===== src/rtl/gpio_grp_irq.sv =====
module gpio_grp_irq #(
  parameter int NPIN      = 8,
  parameter int TICKS_REQ = 2
) (
  input  logic            clk,
  input  logic            rst_n,
  input  logic            tick,
  input  logic            dbnc_en,
  input  logic [NPIN-1:0] pin_in,
  input  logic [NPIN-1:0] pin_is_in,
  input  logic [NPIN-1:0] pin_inv,
  input  logic [NPIN-1:0] pin_ie,
  output logic            irq
);
  localparam int CNT_W = $clog2(TICKS_REQ + 1);

  logic [NPIN-1:0] adj, filt_q, eff;
  logic irq_q;

  assign adj = pin_in ^ pin_inv;
  assign eff = dbnc_en ? filt_q : adj;

  for (genvar i = 0; i < NPIN; i++) begin : g_pin
    logic             f_q;
    logic [CNT_W-1:0] cnt_q;

    always_ff @(posedge clk or negedge rst_n) begin
      if (!rst_n) begin
        f_q   <= 1'b0;
        cnt_q <= '0;
      end else if (!dbnc_en) begin
        f_q   <= adj[i];
        cnt_q <= '0;
      end else if (adj[i] == f_q) begin
        cnt_q <= '0;
      end else if (tick) begin
        if (cnt_q == CNT_W'(TICKS_REQ - 1)) begin
          f_q   <= adj[i];
          cnt_q <= '0;
        end else begin
          cnt_q <= cnt_q + 1'b1;
        end
      end
    end

    assign filt_q[i] = f_q;
  end

  always_ff @(posedge clk or negedge rst_n) begin
    if (!rst_n) irq_q <= 1'b0;
    else        irq_q <= |(eff & pin_ie & pin_is_in);
  end

  assign irq = irq_q;
endmodule



===== config.mk =====
export PLATFORM = sky130hd
export DESIGN_NAME = gpio_grp_irq
export DESIGN_NICKNAME = d
export VERILOG_FILES = /design/src/rtl/gpio_grp_irq.sv
export SDC_FILE = /design/constraint.sdc
export NUM_CORES = 1
export LEC_CHECK = 0
export ABC_AREA = 1
export BUFFER_PORTS_ARGS = -buffer_cell sky130_fd_sc_hd__buf_2
export CAP_MARGIN = 30
export CORE_MARGIN = 2
export CORE_UTILIZATION = 56
export CTS_CLUSTER_DIAMETER = 80
export DETAILED_ROUTE_END_ITERATION = 8
export PLACE_DENSITY = 0.84
export SLEW_MARGIN = 40
export SYNTH_ARGS = -nofsm -noshare
export SYNTH_HDL_FRONTEND = slang
export SYNTH_SLANG_ARGS = --single-unit
export TNS_END_PERCENT = 10

===== constraint.sdc =====
create_clock -name clk -period 2.8 [get_ports clk]
set_clock_uncertainty 0.1 [all_clocks]
set_input_delay 0.42 -clock clk [delete_from_list [all_inputs] [get_ports clk]]
set_output_delay 0.42 -clock clk [all_outputs]
set_load 0.01 [all_outputs]

### Word-level counts from Yosys, hierarchy flattened

Index checks and enable logic that the tools add are counted.

* bits in registers: 25
* input port bits: 36
* output and inout bits: 1
* logic and storage cells: 143

* $add $sub $neg: 8
* eq/ne operators: 41
* muxes and demuxes: 65
* bitwise logic cells: 3
* reduce and logical (&&, ||, !) cells: 9

Operator list (number)
* 2-bit two-way mux: 32
* 1-bit two-way mux: 32
* 3-bit by 2-bit != test with 1-bit output (second input constant): 8
* 3-bit AND reduction: 8
* 2-bit != test (second input constant): 9
* 2-bit by 1-bit adder with 2-bit output (second input constant): 8
* 8-bit bitwise AND: 2
* 2-bit by 1-bit equality test with 1-bit output (second input constant): 8
* 2-bit by 1-bit != test with 1-bit output (second input constant): 8
* 1-bit equality test: 8
* 8-bit two-way mux: 1
* 8-bit OR reduction: 1
* 8-bit XOR: 1

### Longest topological paths before layout

Gate-level depths: netlist of run 1.

* depth in word-level cells: 5
* gate-level depth with buffers: 7
* mapped depth without buffers: 7

### Least setup slack after synthesis of run 1

No wires, ideal clock.

* kind: in2reg
* from: input port tick
* to: register g_pin[3].cnt_q[0]
* setup time: 0.117 ns
* arrival: 1.031 ns
* data required time: 2.583 ns
* path slack: 1.553 ns
* cell stages on the path: 5
* buffers on the path: 2
* path through: buf_2 or2_1 buf_6 nor2_1 nor2_1

* cells in the longest elaborated chain, start to end: 1

RTL lines
* start: declaration: line 7 `input logic tick,`
* 3-bit by 2-bit != test with 1-bit output (no line)
* end signal: assignment: line 41 `cnt_q <= cnt_q + 1'b1;`
* end: declaration: line 25 `logic [CNT_W-1:0] cnt_q;`

No other way between the ends.
A chain may end at the register's enable or synchronous reset.

### Worst setup path after layout of run 1

* from: register irq_q, in the netlist irq
* to: output port irq

RTL lines
* start: declaration: line 18 `logic irq_q;`
* start signal: assignment: line 51 `else irq_q <= |(eff & pin_ie & pin_is_in);`
* end: declaration: line 13 `output logic irq`

No word-level cell between the ends.

==> results.sh, run 1 <==
export IMPL_status="completed"
export IMPL_tritoncts="built"
export IMPL_start_util_pct=58.5
export IMPL_die_w_um=54.4
export IMPL_yosys_register_bits=25
export IMPL_finalSetupViolCount=0
export IMPL_row_count=18
export IMPL_max_vdd_ir_drop_v=0.000361
export IMPL_tightest_slew_ps=537
export IMPL_seqPwrFrac_pct=56.9
export IMPL_critPathMaxFanout=1
export IMPL_intPower_uw=513
export IMPL_place_ws_ps=1190
export IMPL_required_ps=2280
export IMPL_netSwitchingPower_uw=219
export IMPL_syn_nets=243
export IMPL_muxShareOfSynthArea_pct=0
export IMPL_fin_ws_ps=1430
export IMPL_cp_arrival_ps=850
export IMPL_worst_path_buf_inv=1
export IMPL_critPathSlowestCell="dfrtp_1"
export IMPL_drv_cap=0
export IMPL_synth_compound_gate_area_share_pct=8.88
export IMPL_dieHeight_um=54.4
export IMPL_io_pins=37
export IMPL_holdWs_ps=327
export IMPL_route_detailed_drc=0
export IMPL_finalHoldViolations=0
export IMPL_ant_nets=0
export IMPL_yosysTopAreaCell="dfrtp_1"
export IMPL_grt_pass1_vias=1206
export IMPL_h_tree_depth=1
export IMPL_endpoint_kind="output pin"
export IMPL_yosysWarnings=0
export IMPL_clockBufferDepth=2
export IMPL_hp_class="input port to flip-flop"
export IMPL_synthTopCellsByArea="dfrtp_1 (44%), nand2_1 (17%), nor2_1 (9.5%)"
export IMPL_nets=280
export IMPL_wire_per_inst_um=9.50
export IMPL_synth_top_area_share_pct=44.0
export IMPL_route_vias_total=1313
export IMPL_avgSynthCellArea_um2=6.87
export IMPL_cp_slowest_stage_delay_ps=400
export IMPL_cts_resized=0
export IMPL_synth_xor_area_share_pct=4.93
export IMPL_seqCellArea_um2=626
export IMPL_start_kind="flip-flop"
export IMPL_crit_chain="buf_2"
export IMPL_ys_seq_area_share_pct=44.0
export IMPL_grt_max_degree=28
export IMPL_syn_inst=207
export IMPL_clock_latency_ps=310
export IMPL_areaGrowthSynthToFinish_pct=15.1
export IMPL_p_sw_share_pct=30.0
export IMPL_period_needed_ps=1370
export IMPL_finalWirelength_mm=2.59
export IMPL_post_synth_instance_area_um2=1420
export IMPL_grt_first_pass_wirelength_mm=4.57
export IMPL_min_period_over_period_pct=48.8
export IMPL_max_slew_margin_pct=64.2
export IMPL_vias_per_cell=4.81
export IMPL_crit_family="flip-flops"
export IMPL_pwr_share_comb_pct=21.6
export IMPL_core_area_um2=2430
export IMPL_fin_total_pwr_uw=732
export IMPL_drt_first_pass_iters=4
export IMPL_gp_congestion=0.723
export IMPL_drive_gt1_share_pct=16.9
export IMPL_fin_tns_setup_ps=0
export IMPL_p_leak_nw=0.957
export IMPL_n_fill_cell=229
export IMPL_clk_pin_slew_worst_paths_ps=130
export IMPL_worstSetupPathType="flip-flop to output pin"
export IMPL_dieArea_um2=2960
export IMPL_rsz0062_at_grt="false"
export IMPL_multi_input_area_um2=633
export IMPL_portBuffers=36
export IMPL_clock_power_share_pct=21.4
export IMPL_dp_hpwl_mm=2.04
export IMPL_antenna_found_initial=0
export IMPL_pwr_density_cell_nw_per_um2=447
export IMPL_synth_top_family_by_area="simple AND/OR/NAND/NOR gates"
export IMPL_grt_ovfl_total=0
export IMPL_cts_made_buffers=3
export IMPL_yosys_area_share_simple_pct=30.7
export IMPL_max_freq_mhz=731
export IMPL_track_usage_pct=21.0
export IMPL_cts_root_buf="clkbuf_4"
export IMPL_clock_sinks=25
export IMPL_synth_fa_ha_area_share_pct=0
export IMPL_diodes=0
export IMPL_yosysUniqueCellTypes=14
export IMPL_first_iter_violations=13
export IMPL_post_route_util_pct=67.3
export IMPL_slew_violations=0
layer usage:
metal  vias to the layer above  GRT usage [%]  wire length (um)
met1                       586           25.8              1180
met3                         5           2.46                72
li1                        701              -                 -
met4                         0           7.92                38
met2                        21           37.6              1300
met5                         -              0                 0
worst paths after layout:
check | slack, ps | startpoint | depth (start not counted) | end
max in group asynchronous | 1740 | rst_n | 2 | g_pin[0].f_q
worst min register to register | 400 | g_pin[3].cnt_q[1] | 2 | g_pin[3].cnt_q[1]
worst max-delay path | 1430 | irq | 1 | irq
worst min-delay path | 330 | dbnc_en | 3 | g_pin[5].f_q
min in group asynchronous | 500 | rst_n | 2 | g_pin[3].cnt_q[0]
worst max register to register | 1710 | g_pin[0].f_q | 6 | irq
what timing repair did:
action	in CTS	in global routing
hold buffers	1	0
buffers inserted	0	0
hold endpoints to repair	25	0
cell type report:
class / instances / share of cell area, %
timing repair buffer: 37 / 11.6
clock inverter: 1 / 0.306
tap: 30 / 2.29
multi-input combinational: 144 / 38.7
sequential: 25 / 38.2
inverter: 33 / 7.56
clock buffer: 3 / 1.38
cell families (layout without fill, tap and decap cells):
family | count (synthesis) | count (layout)
XOR/XNOR | 8 | 8
flip-flops | 25 | 25
buffers and inverters | 38 | 74
AO/OA/AOI/OAI | 24 | 24
AND/OR/NAND/NOR | 112 | 112
synthesized netlist by cell type:
cell     instances
xor2_1           8
buf_2            2
a31oi_1          5
buf_6            2
dfrtp_1         25
inv_1           32
nand2_1         64
inv_2            1
or2_1            1
a21oi_1         11
nand3_1         11
o21ai_0          8
buf_4            1
nor2_1          36
placed cells by master, fill, tap and decap left out, drive strengths merged:
cell,n
a21oi,11
a31oi,5
buf,36
clkbuf,3
clkinv,1
dfrtp,25
dlygate4sd3,1
inv,33
nand2,64
nand3,11
nor2,36
o21ai,8
or2,1
xor2,8
sequential cells by signal, summed over array words and instances (netlist names):
signal	count
g_pin.cnt_q	16
g_pin.f_q	8
irq	1
stage by stage:
stage	area (um2)	cells
2_1_floorplan	1420	207
3_3_place_gp	1600	268
3_5_place_dp	1600	268
4_1_cts	1640	273
5_1_grt	1640	273
6_report	1640	273
power groups by stage:
stage	Sequential, mW	Clock [mW]	Combinational (mW)
2_1_floorplan	0.420	0	0.107
3_3_place_gp	0.423	0	0.154
3_5_place_dp	0.424	0	0.159
4_1_cts	0.417	0.165	0.161
5_1_grt	0.422	0.177	0.189
6_report	0.417	0.157	0.158
(Power assumes the default switching activity.)
==> run 2: changes to the inputs <==
--- a/config.mk
+++ b/config.mk
@@ -9,10 +9,10 @@
 export BUFFER_PORTS_ARGS = -buffer_cell sky130_fd_sc_hd__buf_2
 export CAP_MARGIN = 30
 export CORE_MARGIN = 2
-export CORE_UTILIZATION = 56
+export CORE_UTILIZATION = 52
 export CTS_CLUSTER_DIAMETER = 80
 export DETAILED_ROUTE_END_ITERATION = 8
-export PLACE_DENSITY = 0.84
+export PLACE_DENSITY = 0.79
 export SLEW_MARGIN = 40
 export SYNTH_ARGS = -nofsm -noshare
 export SYNTH_HDL_FRONTEND = slang
==> constraint.sdc (replaced) <==
create_clock -name clk -period 1.38 [get_ports clk]
set_clock_uncertainty 0.1 [all_clocks]
set_input_delay 0.207 -clock clk [delete_from_list [all_inputs] [get_ports clk]]
set_output_delay 0.207 -clock clk [all_outputs]
set_load 0.01 [all_outputs]
==> run 2 against run 1 <==
Net effect:
- clock power is 120% higher
- hold slack worse by 180 ps
- flip-flop and latch count stayed put
- sequential share of layout area is 0.52 points lower
- core utilization is 2.1 points lower
- combinational power is 110% higher
- highest routed layer unchanged
==> results.sh, run 2 (same netlist as run 1, synthesis figures left out) <==
export IMPL_cp_slowest_stage_delay_ps=380
export IMPL_row_count=18
export IMPL_mostFrequentLayoutCells="nand2_1 (64), nor2_1 (36), buf_2 (36)"
export IMPL_place_ws_ps=33.3
export IMPL_pwr_density_cell_nw_per_um2=909
export IMPL_dieArea_um2=3170
export IMPL_nets=283
export IMPL_vias_per_cell=4.80
export IMPL_clock_latency_ps=330
export IMPL_track_usage_pct=19.7
export IMPL_r2r_start="g_pin[0].f_q"
export IMPL_start_util_pct=55.9
export IMPL_min_from="pin_inv[5]"
export IMPL_grt_max_degree=26
export IMPL_worst_path_buf_inv=1
export IMPL_cts_root_buf="clkbuf_4"
export IMPL_cts_made_buffers=3
export IMPL_crit_chain="buf_2"
export IMPL_final_common_cell="nand2_1"
export IMPL_tightest_slew_ps=550
export IMPL_core_area_um2=2540
export IMPL_gp_congestion=0.778
export IMPL_placed_area_um2=1620
export IMPL_route_vias_total=1326
export IMPL_die_w_um=56.3
export IMPL_io_pins=37
export IMPL_portBuffers=36
export IMPL_dieHeight_um=56.3
export IMPL_endpoint_kind="output pin"
export IMPL_rsz0062_at_grt="false"
export IMPL_tritoncts="built"
export IMPL_finalWirelength_mm=2.66
export IMPL_crit_family="flip-flops"
export IMPL_start_kind="flip-flop"
export IMPL_hp_class="input port to flip-flop"
export IMPL_clock_sinks=25
export IMPL_status="completed"
export IMPL_fin_tns_setup_ps=0
export IMPL_worstSetupPathType="flip-flop to output pin"
export IMPL_cp_arrival_ps=840
export IMPL_grt_pass1_vias=1275
export IMPL_finalSetupViolCount=0
export IMPL_max_slew_margin_pct=63.3
export IMPL_critPathSlowestCell="dfrtp_1"
export IMPL_top_register="g_pin.cnt_q"
export IMPL_clockBufferDepth=2
export IMPL_diodes=0
export IMPL_crit_path_start="irq"
export IMPL_required_ps=1070
export IMPL_min_period_over_period_pct=83.2
export IMPL_grt_first_pass_wirelength_mm=5.02
export IMPL_postLayoutCellArea_um2=1660
export IMPL_dp_hpwl_mm=2.07
export IMPL_clk_pin_slew_worst_paths_ps=140
export IMPL_drt_first_pass_iters=4
export IMPL_period_needed_ps=1150
export IMPL_cts_resized=0
export IMPL_drv_cap=0
export IMPL_fin_ws_ps=232
export IMPL_dp_cells=271
export IMPL_h_tree_depth=1
export IMPL_finalHoldViolations=0
export IMPL_wire_per_inst_um=9.64
export IMPL_largest_reg_flops=16
export IMPL_critPathMaxFanout=1
export IMPL_antenna_found_initial=0
export IMPL_areaGrowthSynthToFinish_pct=16.7
export IMPL_slew_violations=0
export IMPL_drive_gt1_share_pct=17.9
export IMPL_first_iter_violations=13
export IMPL_fin_cells=276
export IMPL_route_detailed_drc=0
export IMPL_max_vdd_ir_drop_v=0.000635
export IMPL_grt_ovfl_total=0
export IMPL_max_freq_mhz=871
export IMPL_p_leak_nw=0.971
export IMPL_ant_nets=0
-- run 2: final cells by class --
type	count	area [um2]
tap	30	37.5
sequential	25	626
fill	240	885
multi-input combinational	144	633
clock buffer	3	22.5
clock inverter	1	5.00
inverter	33	124
timing repair buffer	40	213
-- run 2: path summary, 6_finish.rpt --
path | end | slack [ps] | cells past startpoint
setup / recovery | irq | 230 | 1
hold / removal | g_pin[5].f_q | 140 | 5
setup reg to reg | irq | 320 | 6
hold reg to reg | g_pin[2].cnt_q[1] | 410 | 2
max in group asynchronous | g_pin[1].f_q | 540 | 2
min in group asynchronous | g_pin[5].f_q | 280 | 2
-- run 2: report_power, final --
part | leakage (nW) | internal (mW) | total, mW | switching, mW
clock network | 0.0177 | 0.109 | 0.338 | 0.229
logic | 0.627 | 0.141 | 0.327 | 0.186
registers | 0.327 | 0.796 | 0.845 | 0.0492
-- run 2: worst register-to-register path: stages, from the launching register on --
cell,delay [ps]
dfrtp_1,430
nor2_1,120
nor2_1,50
nand2_1,60
nand2_1,50
nor2_1,100
nand2_1,60
-- run 2: stage by stage --
stage / hold slack, ps / utilization [%] / power (mW)
6_report: 144 / 65.2 / 1.51
5_1_grt: 194 / 65.2 / 1.59
4_1_cts: 149 / 65.2 / 1.52
3_5_place_dp: 128 / 63.8 / 1.19
3_3_place_gp: 120 / 63.8 / 1.18
2_1_floorplan: -189 / - / 1.07
-- run 2: metal layers --
layer / global-route usage [%] / up-vias / routed length (um)
met5: 0 / - / 0
met2: 33.9 / 14 / 1280
met4: 6.12 / 0 / 42
met3: 2.30 / 5 / 68
met1: 26.0 / 596 / 1270
li1: - / 711 / -
-- run 2: repair_timing --
action	CTS	global route
buffers inserted	0	0
hold buffers	1	0
endpoints found under the hold margin	25	0
==> run 3: changes to the inputs <==
==> constraint.sdc (replaced) <==
create_clock -name clk -period 1.1 [get_ports clk]
set_clock_uncertainty 0.1 [all_clocks]
set_input_delay 0.165 -clock clk [delete_from_list [all_inputs] [get_ports clk]]
set_output_delay 0.165 -clock clk [all_outputs]
set_load 0.01 [all_outputs]
==> run 3 against run 2 <==
Net effect:
- the run now ends with setup timing left
- cell area up 3.5%
- critical path type unchanged
- sequential power up 24%
- non-clock buffer count up 8
- clock power up 19%
- clock-buffer cell count up 1
- worst setup slack worse by 240 ps
- power up 27%
- core utilization up 2.3 points
- global-route usage up 0.21 points
- wire length up 7.7%
- register-to-register slack worse by 260 ps
- die area unchanged
==> results.sh, run 3 (same netlist as run 1, synthesis figures left out) <==
export IMPL_cp_arrival_ps=840
export IMPL_fin_cells=284
export IMPL_critPathSlowestCell="dfrtp_1"
export IMPL_postCtsSetupBuffers=0
export IMPL_vias_per_cell=4.79
export IMPL_fin_ws_ps=-9.77
export IMPL_h_tree_depth=1
export IMPL_nets=291
export IMPL_tritoncts="built"
export IMPL_slew_violations=0
export IMPL_max_vdd_ir_drop_v=0.000960
export IMPL_period_needed_ps=1110
export IMPL_tightest_slew_ps=364
export IMPL_core_area_um2=2540
export IMPL_min_period_over_period_pct=101
export IMPL_clockBufferDepth=2
export IMPL_worstSetupPathType="flip-flop to output pin"
export IMPL_max_freq_mhz=901
export IMPL_top_register="g_pin.cnt_q"
export IMPL_grt_ovfl_total=0
export IMPL_dp_hpwl_mm=2.24
export IMPL_reg2reg_depth=6
export IMPL_place_ws_ps=-151
export IMPL_status="finished with violations"
export IMPL_p_leak_nw=1.01
export IMPL_finalHoldViolations=0
export IMPL_violations="setup timing"
export IMPL_wire_per_inst_um=10.1
export IMPL_antenna_found_initial=0
export IMPL_portBuffers=36
export IMPL_max_slew_margin_pct=75.7
export IMPL_pwr_density_cell_nw_per_um2=1120
export IMPL_dieHeight_um=56.3
export IMPL_drt_first_pass_iters=4
export IMPL_worst_path_buf_inv=1
export IMPL_grt_pass1_vias=1344
export IMPL_finalWirelength_mm=2.87
export IMPL_critPathMaxFanout=1
export IMPL_areaGrowthSynthToFinish_pct=20.8
export IMPL_crit_chain="buf_2"
export IMPL_die_w_um=56.3
export IMPL_crit_family="flip-flops"
export IMPL_required_ps=830
export IMPL_crit_cells=1
export IMPL_route_vias_total=1360
export IMPL_endpoint_kind="output pin"
export IMPL_cp_slowest_stage_delay_ps=390
export IMPL_track_usage_pct=20.0
export IMPL_fin_total_pwr_mw=1.92
export IMPL_grt_first_pass_wirelength_mm=5.06
export IMPL_row_count=18
export IMPL_post_route_util_pct=67.6
export IMPL_io_pins=37
export IMPL_drive_gt1_share_pct=20.1
export IMPL_first_iter_violations=31
export IMPL_start_kind="flip-flop"
export IMPL_diodes=0
export IMPL_final_common_cell="nand2_1"
export IMPL_gp_congestion=0.800
export IMPL_min_path_cells=4
export IMPL_ant_nets=0
export IMPL_clock_sinks=25
export IMPL_cts_made_buffers=3
export IMPL_clk_pin_slew_worst_paths_ps=130
export IMPL_drv_cap=0
export IMPL_cts_root_buf="clkbuf_4"
export IMPL_finalSetupViolCount=1
export IMPL_dieArea_um2=3170
export IMPL_largest_reg_flops=16
export IMPL_mostFrequentLayoutCells="nand2_1 (64), nor2_1 (36), buf_2 (36)"
export IMPL_grt_max_degree=26
export IMPL_start_util_pct=55.9
export IMPL_route_detailed_drc=0
export IMPL_hp_class="input port to flip-flop"
export IMPL_dp_cells=279
export IMPL_rsz0062_at_grt="true"
export IMPL_cts_resized=0
export IMPL_clock_latency_ps=310
==> run 3: cell count changes in the layout (fill, tap and decap cells not counted) <==
| cell | change |
|---|---|
| clkinv_2 | -1 |
| buf_4 | +8 |
| clkbuf_1 | +1 |
==> run 3: area by class of cell <==
type | count | area, um2
Clock buffer | 4 | 26.3
Fill cell | 226 | 826
Inverter | 33 | 124
Multi-Input combinational cell | 144 | 633
Sequential cell | 25 | 626
Tap cell | 30 | 37.5
Timing Repair Buffer | 48 | 273
==> run 3: report_power, final <==
group	internal (mW)	leakage, nW	switching (mW)
Clock	0.142	0.0150	0.259
Sequential	0.999	0.327	0.0560
Combinational	0.209	0.665	0.255
==> run 3: per-stage QoR <==
step / hold slack [ps] / instance area (um2) / TNS, ps
global placement: 66.1 / 1680 / -1190
global route: 83.7 / 1720 / -66.0
detailed placement: 70.6 / 1680 / -1360
CTS: 72.0 / 1720 / -10.6
floorplan: -231 / 1420 / 0
finish: 90.2 / 1720 / -9.77
==> run 3: layer usage <==
layer | share of wire, % | routed length [um] | GRT usage, %
met5 | 0 | 0 | 0
met4 | 0.87 | 25 | 7.14
met3 | 3.3 | 94 | 5.53
met2 | 50 | 1420 | 36.3
met1 | 46 | 1320 | 22.0
==> run 3: final timing paths <==
check	from	to	slack [ps]
worst max-delay path	irq	irq	-10
worst min-delay path	tick	g_pin[1].cnt_q[1]	90
worst max register to register	g_pin[5].f_q	irq	60
worst min register to register	g_pin[4].cnt_q[1]	g_pin[4].cnt_q[1]	410
max in group asynchronous	rst_n	g_pin[1].f_q	400
min in group asynchronous	rst_n	g_pin[5].f_q	260
==> run 3: timing repair <==
item                                   in CTS  in global routing
setup endpoints to repair                   1                  4
gates cloned                                0                  0
hold buffers                                1                  0
endpoints found under the hold margin      25                  0
pin swaps                                   0                  2
